--- config.mk ---
export PLATFORM = sky130hd
export DESIGN_NAME = coin_event_sel
export DESIGN_NICKNAME = d
export VERILOG_FILES = /design/src/rtl/coin_pkg.sv /design/src/rtl/coin_edge_det.sv /design/src/rtl/coin_win_timer.sv /design/src/rtl/coin_hit_eval.sv /design/src/rtl/coin_tally.sv /design/src/rtl/coin_event_sel.sv
export SDC_FILE = /design/constraint.sdc
export NUM_CORES = 1
export LEC_CHECK = 0
export BUFFER_PORTS_ARGS = -buffer_cell sky130_fd_sc_hd__clkbuf_2
export CORE_MARGIN = 2
export CORE_UTILIZATION = 35
export DETAILED_ROUTE_END_ITERATION = 7
export GPL_ROUTABILITY_DRIVEN = 0
export PLACE_DENSITY_LB_ADDON = 0.3
export SYNTH_ARGS = -nofsm -noshare
export SYNTH_HDL_FRONTEND = slang
export SYNTH_SLANG_ARGS = --single-unit
--- constraint.sdc ---
create_clock -name clk -period 2.92 [get_ports clk]
set_input_delay 0.438 -clock clk [delete_from_list [all_inputs] [get_ports clk]]
set_output_delay 0.438 -clock clk [all_outputs]
set_load 0.01 [all_outputs]
--- src/rtl/coin_pkg.sv ---
package coin_pkg;

    localparam int SCAT_CH     = 19;
    localparam int TMR_W_DEF   = 8;
    localparam int CNT_W_DEF   = 16;
    localparam int N_OUTCOMES  = 4;

    typedef enum logic [1:0] {
        ST_IDLE,
        ST_DRIFT,
        ST_GUARD,
        ST_HOLD
    } coin_state_e;

    typedef enum logic [2:0] {
        OC_NONE,
        OC_ACCEPT,
        OC_EMPTY,
        OC_MULTI,
        OC_GUARD
    } coin_outcome_e;

    function automatic logic oc_is_purge(coin_outcome_e oc);
        return (oc == OC_EMPTY) || (oc == OC_MULTI) || (oc == OC_GUARD);
    endfunction

    // Tally slot for an outcome: 0 accept, 1 empty, 2 multi, 3 guard.
    function automatic logic [N_OUTCOMES-1:0] oc_slot(coin_outcome_e oc);
        logic [N_OUTCOMES-1:0] s;
        s = '0;
        case (oc)
            OC_ACCEPT: s[0] = 1'b1;
            OC_EMPTY:  s[1] = 1'b1;
            OC_MULTI:  s[2] = 1'b1;
            OC_GUARD:  s[3] = 1'b1;
            default:   s = '0;
        endcase
        return s;
    endfunction

endpackage

--- src/rtl/coin_edge_det.sv ---
module coin_edge_det #(
    parameter int W = 1
) (
    input  logic         clk,
    input  logic         rst,
    input  logic [W-1:0] lvl_i,
    output logic [W-1:0] rise_o
);
    logic [W-1:0] smp_q;
    logic [W-1:0] old_q;

    for (genvar g = 0; g < W; g++) begin : g_bit
        always_ff @(posedge clk) begin
            if (rst) begin
                smp_q[g] <= 1'b0;
                old_q[g] <= 1'b0;
            end else begin
                smp_q[g] <= lvl_i[g];
                old_q[g] <= smp_q[g];
            end
        end
        assign rise_o[g] = smp_q[g] & ~old_q[g];
    end
endmodule

--- src/rtl/coin_win_timer.sv ---
module coin_win_timer #(
    parameter int W = 8
) (
    input  logic         clk,
    input  logic         rst,
    input  logic         load_i,
    input  logic [W-1:0] len_i,
    input  logic         step_i,
    output logic         last_o
);
    logic [W-1:0] cnt_q;
    logic [W-1:0] len_eff;

    assign len_eff = (len_i == '0) ? W'(1) : len_i;

    always_ff @(posedge clk) begin
        if (rst) begin
            cnt_q <= '0;
        end else if (load_i) begin
            cnt_q <= len_eff;
        end else if (step_i && cnt_q != '0) begin
            cnt_q <= cnt_q - 1'b1;
        end
    end

    assign last_o = (cnt_q == W'(1));
endmodule

--- src/rtl/coin_hit_eval.sv ---
module coin_hit_eval #(
    parameter int N     = 19,
    parameter int IDX_W = 5
) (
    input  logic [N-1:0]     hits_i,
    output logic             none_o,
    output logic             one_o,
    output logic [IDX_W-1:0] idx_o
);
    logic [N-1:0] low_cleared;

    assign low_cleared = hits_i & (hits_i - 1'b1);
    assign none_o      = (hits_i == '0);
    assign one_o       = !none_o && (low_cleared == '0);

    always_comb begin
        idx_o = '0;
        for (int i = N - 1; i >= 0; i--) begin
            if (hits_i[i]) idx_o = IDX_W'(i);
        end
    end
endmodule

--- src/rtl/coin_tally.sv ---
module coin_tally #(
    parameter int CNT_W = 16
) (
    input  logic                   clk,
    input  logic                   rst,
    input  coin_pkg::coin_outcome_e oc_i,
    output logic [CNT_W-1:0]       n_accept_o,
    output logic [CNT_W-1:0]       n_empty_o,
    output logic [CNT_W-1:0]       n_multi_o,
    output logic [CNT_W-1:0]       n_guard_o
);
    import coin_pkg::*;

    logic [N_OUTCOMES-1:0]            bump;
    logic [N_OUTCOMES-1:0][CNT_W-1:0] cnt_q;

    assign bump = oc_slot(oc_i);

    always_ff @(posedge clk) begin
        if (rst) begin
            cnt_q <= '0;
        end else begin
            for (int k = 0; k < N_OUTCOMES; k++) begin
                if (bump[k]) cnt_q[k] <= cnt_q[k] + 1'b1;
            end
        end
    end

    assign n_accept_o = cnt_q[0];
    assign n_empty_o  = cnt_q[1];
    assign n_multi_o  = cnt_q[2];
    assign n_guard_o  = cnt_q[3];
endmodule

--- src/rtl/coin_event_sel.sv ---
module coin_event_sel #(
    parameter int N_SCAT = coin_pkg::SCAT_CH,
    parameter int TMR_W  = coin_pkg::TMR_W_DEF,
    parameter int CNT_W  = coin_pkg::CNT_W_DEF,
    localparam int IDX_W = $clog2(N_SCAT)
) (
    input  logic              clk,
    input  logic              rst,
    input  logic              gamma_trig_i,
    input  logic [N_SCAT-1:0] scat_trig_i,
    input  logic [TMR_W-1:0]  drift_len_i,
    input  logic [TMR_W-1:0]  guard_len_i,
    output logic              accept_o,
    output logic              purge_o,
    output logic [IDX_W-1:0]  chan_idx_o,
    output logic [CNT_W-1:0]  n_accept_o,
    output logic [CNT_W-1:0]  n_purge_empty_o,
    output logic [CNT_W-1:0]  n_purge_multi_o,
    output logic [CNT_W-1:0]  n_purge_guard_o
);
    import coin_pkg::*;

    // Edge pulses
    logic              gam_p;
    logic [N_SCAT-1:0] scat_p;

    coin_edge_det #(.W(1)) u_gam_edge (
        .clk(clk), .rst(rst), .lvl_i(gamma_trig_i), .rise_o(gam_p)
    );
    coin_edge_det #(.W(N_SCAT)) u_scat_edge (
        .clk(clk), .rst(rst), .lvl_i(scat_trig_i), .rise_o(scat_p)
    );

    // State
    coin_state_e       st_q, st_n;
    logic [N_SCAT-1:0] mask_q, mask_n, mask_acc;
    logic [IDX_W-1:0]  idx_q, idx_n;
    logic              accept_q, purge_q;
    logic [IDX_W-1:0]  chan_q;
    coin_outcome_e     oc;

    // Timer control
    logic             tmr_load, tmr_step, tmr_last;
    logic [TMR_W-1:0] tmr_len;

    coin_win_timer #(.W(TMR_W)) u_timer (
        .clk(clk), .rst(rst), .load_i(tmr_load), .len_i(tmr_len),
        .step_i(tmr_step), .last_o(tmr_last)
    );

    // Hit evaluation over the mask including this cycle's edges
    logic             hv_none, hv_one;
    logic [IDX_W-1:0] hv_idx;

    assign mask_acc = mask_q | scat_p;

    coin_hit_eval #(.N(N_SCAT), .IDX_W(IDX_W)) u_eval (
        .hits_i(mask_acc), .none_o(hv_none), .one_o(hv_one), .idx_o(hv_idx)
    );

    always_comb begin
        st_n     = st_q;
        mask_n   = mask_q;
        idx_n    = idx_q;
        oc       = OC_NONE;
        tmr_load = 1'b0;
        tmr_step = 1'b0;
        tmr_len  = drift_len_i;
        case (st_q)
            ST_IDLE: begin
                if (gam_p) begin
                    st_n     = ST_DRIFT;
                    mask_n   = scat_p;
                    tmr_load = 1'b1;
                end
            end
            ST_DRIFT: begin
                mask_n = mask_acc;
                if (tmr_last) begin
                    if (hv_one) begin
                        st_n     = ST_GUARD;
                        idx_n    = hv_idx;
                        tmr_load = 1'b1;
                        tmr_len  = guard_len_i;
                    end else begin
                        st_n = ST_HOLD;
                        oc   = hv_none ? OC_EMPTY : OC_MULTI;
                    end
                end else begin
                    tmr_step = 1'b1;
                end
            end
            ST_GUARD: begin
                if (gam_p || (scat_p != '0)) begin
                    st_n = ST_HOLD;
                    oc   = OC_GUARD;
                end else if (tmr_last) begin
                    st_n = ST_HOLD;
                    oc   = OC_ACCEPT;
                end else begin
                    tmr_step = 1'b1;
                end
            end
            default: begin
                st_n   = ST_IDLE;
                mask_n = '0;
            end
        endcase
    end

    always_ff @(posedge clk) begin
        if (rst) begin
            st_q     <= ST_IDLE;
            mask_q   <= '0;
            idx_q    <= '0;
            accept_q <= 1'b0;
            purge_q  <= 1'b0;
            chan_q   <= '0;
        end else begin
            st_q     <= st_n;
            mask_q   <= mask_n;
            idx_q    <= idx_n;
            accept_q <= (oc == OC_ACCEPT);
            purge_q  <= oc_is_purge(oc);
            chan_q   <= (oc == OC_ACCEPT) ? idx_q : '0;
        end
    end

    coin_tally #(.CNT_W(CNT_W)) u_tally (
        .clk(clk), .rst(rst), .oc_i(oc),
        .n_accept_o(n_accept_o), .n_empty_o(n_purge_empty_o),
        .n_multi_o(n_purge_multi_o), .n_guard_o(n_purge_guard_o)
    );

    assign accept_o   = accept_q;
    assign purge_o    = purge_q;
    assign chan_idx_o = chan_q;
endmodule

==> After elaboration in Yosys (flattened, before gate mapping) <==
Index checks and enable logic that the tools add are counted.
{ "classes": {"add_sub_neg": 6, "n_eq_ne": 10, "mux": 50, "bitwise": 44, "n_reduce_logical": 17} }
{ "ops": {"columns": ["operator", "n"], "rows": [
  ["$mux W5", 19],
  ["$add A16 B1 Y16 const B", 4],
  ["$pmux W19 S3", 1],
  ["$mux W8", 6],
  ["$logic_not A19 Y1", 2],
  ["$not A1 Y1", 22],
  ["$and A1 B1 Y1", 20],
  ["$and A19 B19 Y19", 1],
  ["$mux W19", 1],
  ["$or A19 B19 Y19", 1],
  ["$reduce_bool A19 Y1", 1],
  ["$sub A19 B1 Y19 const B", 1],
  ["$mux W1", 12],
  ["$mux W2", 6],
  ["$eq A8 B1 Y1 const B", 1],
  ["$logic_not A8 Y1", 1],
  ["$reduce_bool A8 Y1", 1],
  ["$sub A8 B1 Y8 const B", 1],
  ["$eq A3 B2 Y1 const B", 2],
  ["$pmux W2 S3", 1],
  ["$pmux W3 S2", 1],
  ["$reduce_and A3 Y1", 2],
  ["$ne A2 B2 Y1 const B", 2],
  ["$pmux W1 S2", 2],
  ["other kinds (13)", 16]
]} }
{ "totals": {"regBits": 145, "in_bits": 38, "output_inout_bits": 71, "wordCells": 178} }

==> Longest topological paths before layout <==
{ "depth": {"ltp_word": 22, "mapped_depth": 11, "ltp_nobuf": 11} }

==> Hierarchy <==
A second synthesis with hierarchy kept.
{ "unflattened": {"hier_cells": 750, "hier_area_um2": 6870.3} }
{ "by_module_without_submodules": {"columns": ["module", "instances", "cells_each", "area_per_inst_um2", "seq_area_each_um2"], "rows": [
  ["coin_tally", 1, 330, 2946.6, 1281.2],
  ["coin_event_sel", 1, 189, 1607.8, 660.6],
  ["coin_edge_det (u_scat_edge)", 1, 99, 1331.3, 760.7],
  ["coin_win_timer", 1, 63, 516.7, 160.2],
  ["coin_hit_eval", 1, 64, 406.6, 0.0],
  ["coin_edge_det (u_gam_edge)", 1, 5, 61.3, 40.0]
]} }

==> Worst setup path after synthesis <==
Ideal clock, no wire load.
{ "synth_path": {"kind": "reg2reg", "startpoint": "reg u_scat_edge.smp_q[12]", "endpoint": "reg u_tally.cnt_q, in the netlist u_tally.n_accept_o[11]", "setup_time_ps": 123, "t_arrival_ps": 2795, "t_required_ps": 2797, "slack_ps": 2, "path_stages_with_launch": 12, "path_buffers": 2, "period_less_slack_ps": 2918, "path_cell_list": "dfxtp_1 nor2b_4 nor4_4 and2_1 a31oi_1 or4_1 buf_2 o41ai_4 and2b_1 buf_6 nand4b_1 mux2_1"} }
{ "synth_between": {"elab_chain_len": 11, "elab_cells_between_ends": 17, "cone_classes": "add/sub (1); eq/ne (1); mux (6); bitwise (3); reduce/logical (6)"} }
{ "synth_lines": {"columns": ["item", "line_no", "rtl"], "rows": [
  ["start: declaration", "coin_edge_det.sv:9", "logic [W-1:0] smp_q;"],
  ["start signal: indexed assignment", "coin_edge_det.sv:18", "smp_q[g] <= lvl_i[g];"],
  ["$and A1 B1 Y1 *", "coin_edge_det.sv:22", "assign rise_o[g] = smp_q[g] & ~old_q[g];"],
  ["$or A19 B19 Y19", "coin_event_sel.sv:55", "assign mask_acc = mask_q | scat_p;"],
  ["$sub A19 B1 Y19", "coin_hit_eval.sv:12", "assign low_cleared = hits_i & (hits_i - 1'b1);"],
  ["$and A19 B19 Y19", "coin_hit_eval.sv:12", null],
  ["$logic_not A19 Y1", "coin_hit_eval.sv:14", "assign one_o = !none_o && (low_cleared == '0);"],
  ["$logic_and A1 B1 Y1", "coin_hit_eval.sv:14", null],
  ["$mux W2", "coin_event_sel.sv:80", "if (hv_one) begin"],
  ["$mux W2", "coin_event_sel.sv:79", "if (tmr_last) begin"],
  ["$pmux W3 S2 *", "coin_event_sel.sv:69", "case (st_q)"],
  ["$eq A3 B1 Y1 *", "coin_pkg.sv:31", "case (oc)"],
  ["$mux W1 *", "coin_pkg.sv:31", null],
  ["end signal: indexed assignment", "coin_tally.sv:24", "if (bump[k]) cnt_q[k] <= cnt_q[k] + 1'b1;"],
  ["end: declaration", "coin_tally.sv:15", "logic [N_OUTCOMES-1:0][CNT_W-1:0] cnt_q;"]
]} }
Every way passes the cells marked *; elsewhere a longest branch is shown, timed or not.
A chain may end at the register's enable or synchronous reset.

==> Worst setup path in the final report <==
{ "layout_path": {"startpoint": "reg u_scat_edge.smp_q[2]", "endpoint": "reg u_tally.cnt_q, in the netlist u_tally.n_guard_o[15]"} }
{ "layout_between": {"elab_chain_len": 11, "elab_cells_between_ends": 17, "cone_classes": "add/sub (1); eq/ne (1); mux (6); bitwise (3); reduce/logical (6)"} }
{ "layout_lines": {"columns": ["item", "line_no"], "rows": [
  ["$and A1 B1 Y1 *", "coin_edge_det.sv:22"],
  ["$or A19 B19 Y19", "coin_event_sel.sv:55"],
  ["$sub A19 B1 Y19", "coin_hit_eval.sv:12"],
  ["$and A19 B19 Y19", "coin_hit_eval.sv:12"],
  ["$logic_not A19 Y1", "coin_hit_eval.sv:14"],
  ["$logic_and A1 B1 Y1", "coin_hit_eval.sv:14"],
  ["$mux W2", "coin_event_sel.sv:80"],
  ["$mux W2", "coin_event_sel.sv:79"],
  ["$pmux W3 S2 *", "coin_event_sel.sv:69"],
  ["$eq A3 B3 Y1 *", "coin_pkg.sv:31"],
  ["$mux W1 *", "coin_pkg.sv:31"]
]} }
Marked as above.

==> results.rst <==
.. list-table::
   :header-rows: 1

   * - Metric
     - Value
   * - Cell taking the most area after synthesis
     - sky130_fd_sc_hd__dfxtp_1
   * - Leakage power figure
     - 0.00371 µW
   * - Number of rows in the core area
     - 50
   * - Main flop type after synthesis
     - sky130_fd_sc_hd__dfxtp_1
   * - Critical Path Fanout Max
     - 3
   * - Filler Cell Count
     - 1819
   * - Violated checks
     - negative setup slack
   * - Fraction of the yosys area taken by sequential cells
     - 43.8%
   * - Per-instance average area after synthesis
     - 8.74 µm²
   * - Average detailed-routed wire length per instance
     - 14.1 µm
   * - Worst setup slack after layout
     - -0.0994 ns
   * - Unrepaired setup endpoints after global routing
     - true
   * - Worst setup slack before clock tree synthesis
     - -0.0973 ns
   * - First-pass GRT wire length
     - 26400 µm
   * - Total vias in the final route
     - 5937
   * - Top cells by area, synth
     - sky130_fd_sc_hd__dfxtp_1 44%, sky130_fd_sc_hd__nor2b_1 5.9%, sky130_fd_sc_hd__nor2_1 5.8%
   * - Synthesis warning total
     - 0
   * - Worst setup SP type
     - register
   * - Mapped Cells
     - 759
   * - Post-Synthesis Net Count
     - 807
   * - Pin count of the biggest net entering global routing
     - 54
   * - Antenna violations before repair
     - 0
   * - Portion of synthesized cell area occupied by the leading cell type
     - 43.8%
   * - Xor and xnor fraction of the mapped netlist area
     - 5.68%
   * - Total routing usage reported by global routing
     - 16.2%
   * - Count of final hold-check violations
     - 0
   * - PD cells
     - 610 nW/µm²
   * - Tightest Hold Check Type
     - in2reg
   * - Worst EP required
     - 3.22 ns
   * - Main combinational cell family by area after synthesis
     - simple AND/OR/NAND/NOR gates
   * - Latest clock arrival within the worst-skew pair
     - 0.42 ns
   * - Data arrival time at the worst-slack endpoint
     - 3.32 ns
   * - Synth async-reset ratio
     - 0%
   * - Half-perimeter wire length after placement
     - 11600 µm
   * - Number of DRC violations after detailed routing
     - 0
   * - Kind of capture point of the worst setup path
     - register
   * - Total congestion overflow after global routing
     - 0
   * - Num CTS Buffers
     - 17
   * - Detailed Routing Iterations Pass 1
     - 4
   * - Area growth from synthesis to layout
     - 33.6%
   * - Antenna diodes
     - 0
   * - Synth unique cells
     - 57
   * - Initial cell density of the core
     - 35.6%
   * - Max-cap viol count
     - 0
   * - Clk root buf
     - sky130_fd_sc_hd__clkbuf_16
   * - Antenna viol nets, final
     - 0
   * - Die extent in y
     - 142 µm
   * - Total Power
     - 5400 µW
   * - Post-detailed-routing wire length
     - 16600 µm
   * - Clock tree from TritonCTS
     - done
   * - Post-Synth Adder-Cell Area
     - 2.04%
   * - Number of design-rule violations left by the first detailed-router iteration
     - 309
   * - Core Box Area
     - 18600 µm²
   * - Post-synthesis mux area share
     - 1.77%
   * - Achievable frequency
     - 331 MHz
   * - Run status
     - finished with violations
   * - Setup violation total in the final timing report
     - 14
   * - Total Die Area
     - 20100 µm²
   * - I/O pin cnt
     - 109
   * - Actual transition at the worst max-transition pin
     - 0.788 ns
   * - Vias in the first global route
     - 5405
   * - Clock edge transition at the registers on the reported setup and hold paths
     - 0.06 ns
   * - Simple-gate share of the synthesized area
     - 32.7%
   * - Share of the synthesized area in compound gates (AO/OA/AOI/OAI)
     - 11.4%
   * - Count of final max-slew check failures
     - 0
   * - # clock sinks
     - 145
   * - VDD IR-drop max
     - 0.423 mV
   * - Max Clock Skew
     - 0.00822 ns
   * - Class of the most critical setup path
     - reg2reg
   * - Flop and latch count out of synthesis
     - 145
   * - Post-layout minimum cycle time
     - 3.02 ns
   * - Final Net Count
     - 979
   * - Mapped cell area
     - 6630 µm²
   * - Final critical-path share of the clock period
     - 103%
   * - Via density
     - 5.04
   * - Number of synthesized flops with an enable pin
     - 0
   * - Worst-case headroom to the max-slew limit
     - 47.4%
   * - Maximum level of the CTS H-tree
     - 4
   * - Maximum count of clock buffers along a single path
     - 2
   * - Horiz. Die Dim
     - 142 µm
   * - Number of buffer cells added on primary ports
     - 108
   * - Fraction of layout instances using a drive strength above 1
     - 30.2%
## critical path, stage by stage, from the launching register on
cell and delay, ns:
sky130_fd_sc_hd__dfxtp_2 0.31, sky130_fd_sc_hd__nor2b_4 0.13, sky130_fd_sc_hd__nor4_4 0.31, sky130_fd_sc_hd__buf_4 0.17, sky130_fd_sc_hd__nand4_1 0.17, sky130_fd_sc_hd__a2111oi_4 0.46, sky130_fd_sc_hd__o211ai_4 0.14, sky130_fd_sc_hd__o41ai_4 0.44
sky130_fd_sc_hd__nand4_1 0.21, sky130_fd_sc_hd__nor3_2 0.25, sky130_fd_sc_hd__mux2_4 0.32
## power breakdown
group / total [µW] / internal (µW) / switching (µW) / leakage [µW]
registers: 2130 / 2060 / 67.1 / 0.00118
clock network: 2170 / 1340 / 826 / 0.000288
logic: 1100 / 459 / 646 / 0.00224
## flip-flops by register name (all words and copies together), names as in the netlist
register / count
u_gam_edge.old_q: 1
u_scat_edge.old_q: 19
u_timer.cnt_q: 8
u_tally.n_empty_o: 16
u_tally.n_multi_o: 16
idx_q: 5
chan_idx_o: 5
st_q: 2
mask_q: 19
accept_o: 1
purge_o: 1
u_gam_edge.smp_q: 1
u_tally.n_guard_o: 16
u_tally.n_accept_o: 16
u_scat_edge.smp_q: 19
## layout make-up
| cell class | count | area [µm²] | area share, % |
|---|---|---|---|
| clock buffers | 22 | 484 | 5.47 |
| clock inverters | 10 | 108 | 1.21 |
| inverters | 11 | 41.3 | 0.466 |
| multi-input cells | 572 | 3850 | 43.4 |
| flip-flops and latches | 145 | 2910 | 32.8 |
| well taps | 234 | 293 | 3.30 |
| repair buffers | 184 | 1180 | 13.3 |
## layout by cell type, fill, tap and decap left out, types with 6 or more instances in the layout
master	n
sky130_fd_sc_hd__o211ai_1	9
sky130_fd_sc_hd__clkbuf_16	18
sky130_fd_sc_hd__and3_1	21
sky130_fd_sc_hd__nor2_1	102
sky130_fd_sc_hd__xor2_1	27
sky130_fd_sc_hd__or3_1	11
sky130_fd_sc_hd__and2_1	18
sky130_fd_sc_hd__buf_6	8
sky130_fd_sc_hd__ha_1	10
sky130_fd_sc_hd__inv_1	11
sky130_fd_sc_hd__clkbuf_2	107
sky130_fd_sc_hd__nor3_1	13
sky130_fd_sc_hd__nor4_2	6
sky130_fd_sc_hd__a21oi_1	21
sky130_fd_sc_hd__xnor2_1	16
sky130_fd_sc_hd__a22oi_1	19
sky130_fd_sc_hd__nand2_1	50
sky130_fd_sc_hd__nor4_1	13
sky130_fd_sc_hd__a21oi_2	7
sky130_fd_sc_hd__nand3_1	25
sky130_fd_sc_hd__dfxtp_1	143
sky130_fd_sc_hd__buf_4	66
sky130_fd_sc_hd__nand4_1	25
sky130_fd_sc_hd__nor2b_1	58
sky130_fd_sc_hd__o21ai_0	14
sky130_fd_sc_hd__or4_1	7
## what timing repair did
item                       CTS  global route
pin swaps                   11            33
hold buffers                 0             0
setup buffers                4            13
setup endpoints to repair   25            65
gates resized for setup     11            67
hold endpoints to repair     0             0
gates cloned                 0             3
## cell usage after synthesis (19+ instances only)
master and count:
sky130_fd_sc_hd__and3_1 23, sky130_fd_sc_hd__nor2_1 103, sky130_fd_sc_hd__clkbuf_1 26, sky130_fd_sc_hd__nor3_1 19, sky130_fd_sc_hd__a22oi_1 20, sky130_fd_sc_hd__nor2b_1 63
sky130_fd_sc_hd__xor2_1 27, sky130_fd_sc_hd__nand2_1 51, sky130_fd_sc_hd__dfxtp_1 145, sky130_fd_sc_hd__nand4_1 25, sky130_fd_sc_hd__nand3_1 32, sky130_fd_sc_hd__a21oi_1 28
## per-layer routing
metal  up-vias  track usage [%]  share of wire (%)
met3        19             3.41                3.8
met1      2775             21.6                 47
met4         0             5.95                1.5
met5         -                0                  0
met2       110             26.0                 47
li1       3033                -                  -
## metrics by stage
stage | std cells | util [%] | hold WS (ns) | area (µm²) | TNS, ns
global placement | 1126 | 41.6 | 0.435 | 7760 | -0.105
detailed placement | 1126 | 41.6 | 0.439 | 7760 | -0.893
finish | 1178 | 47.5 | 0.224 | 8860 | -0.659
global route | 1178 | 47.5 | 0.219 | 8860 | -6.39
CTS | 1162 | 45.2 | 0.204 | 8430 | -0.0453
floorplan | 759 | - | 0.420 | 6630 | 0
## cells by family after synthesis
kind of cell / Yosys count
compound gates: 107
xor+xnor: 43
fa+ha+maj: 11
buf+inv: 43
flops: 145
mux: 11
simple gates: 399
## path summary, 6_finish.rpt
kind	startpoint	end	slack (ns)	cells past startpoint
setup / recovery	u_scat_edge.smp_q[2]	u_tally.n_guard_o[15]	-0.1	10
hold / removal	scat_trig_i[6]	u_scat_edge.smp_q[6]	0.22	2
setup reg to reg	u_scat_edge.smp_q[2]	u_tally.n_guard_o[15]	-0.1	10
hold reg to reg	idx_q[3]	idx_q[3]	0.45	2
(Power assumes the default switching activity.)
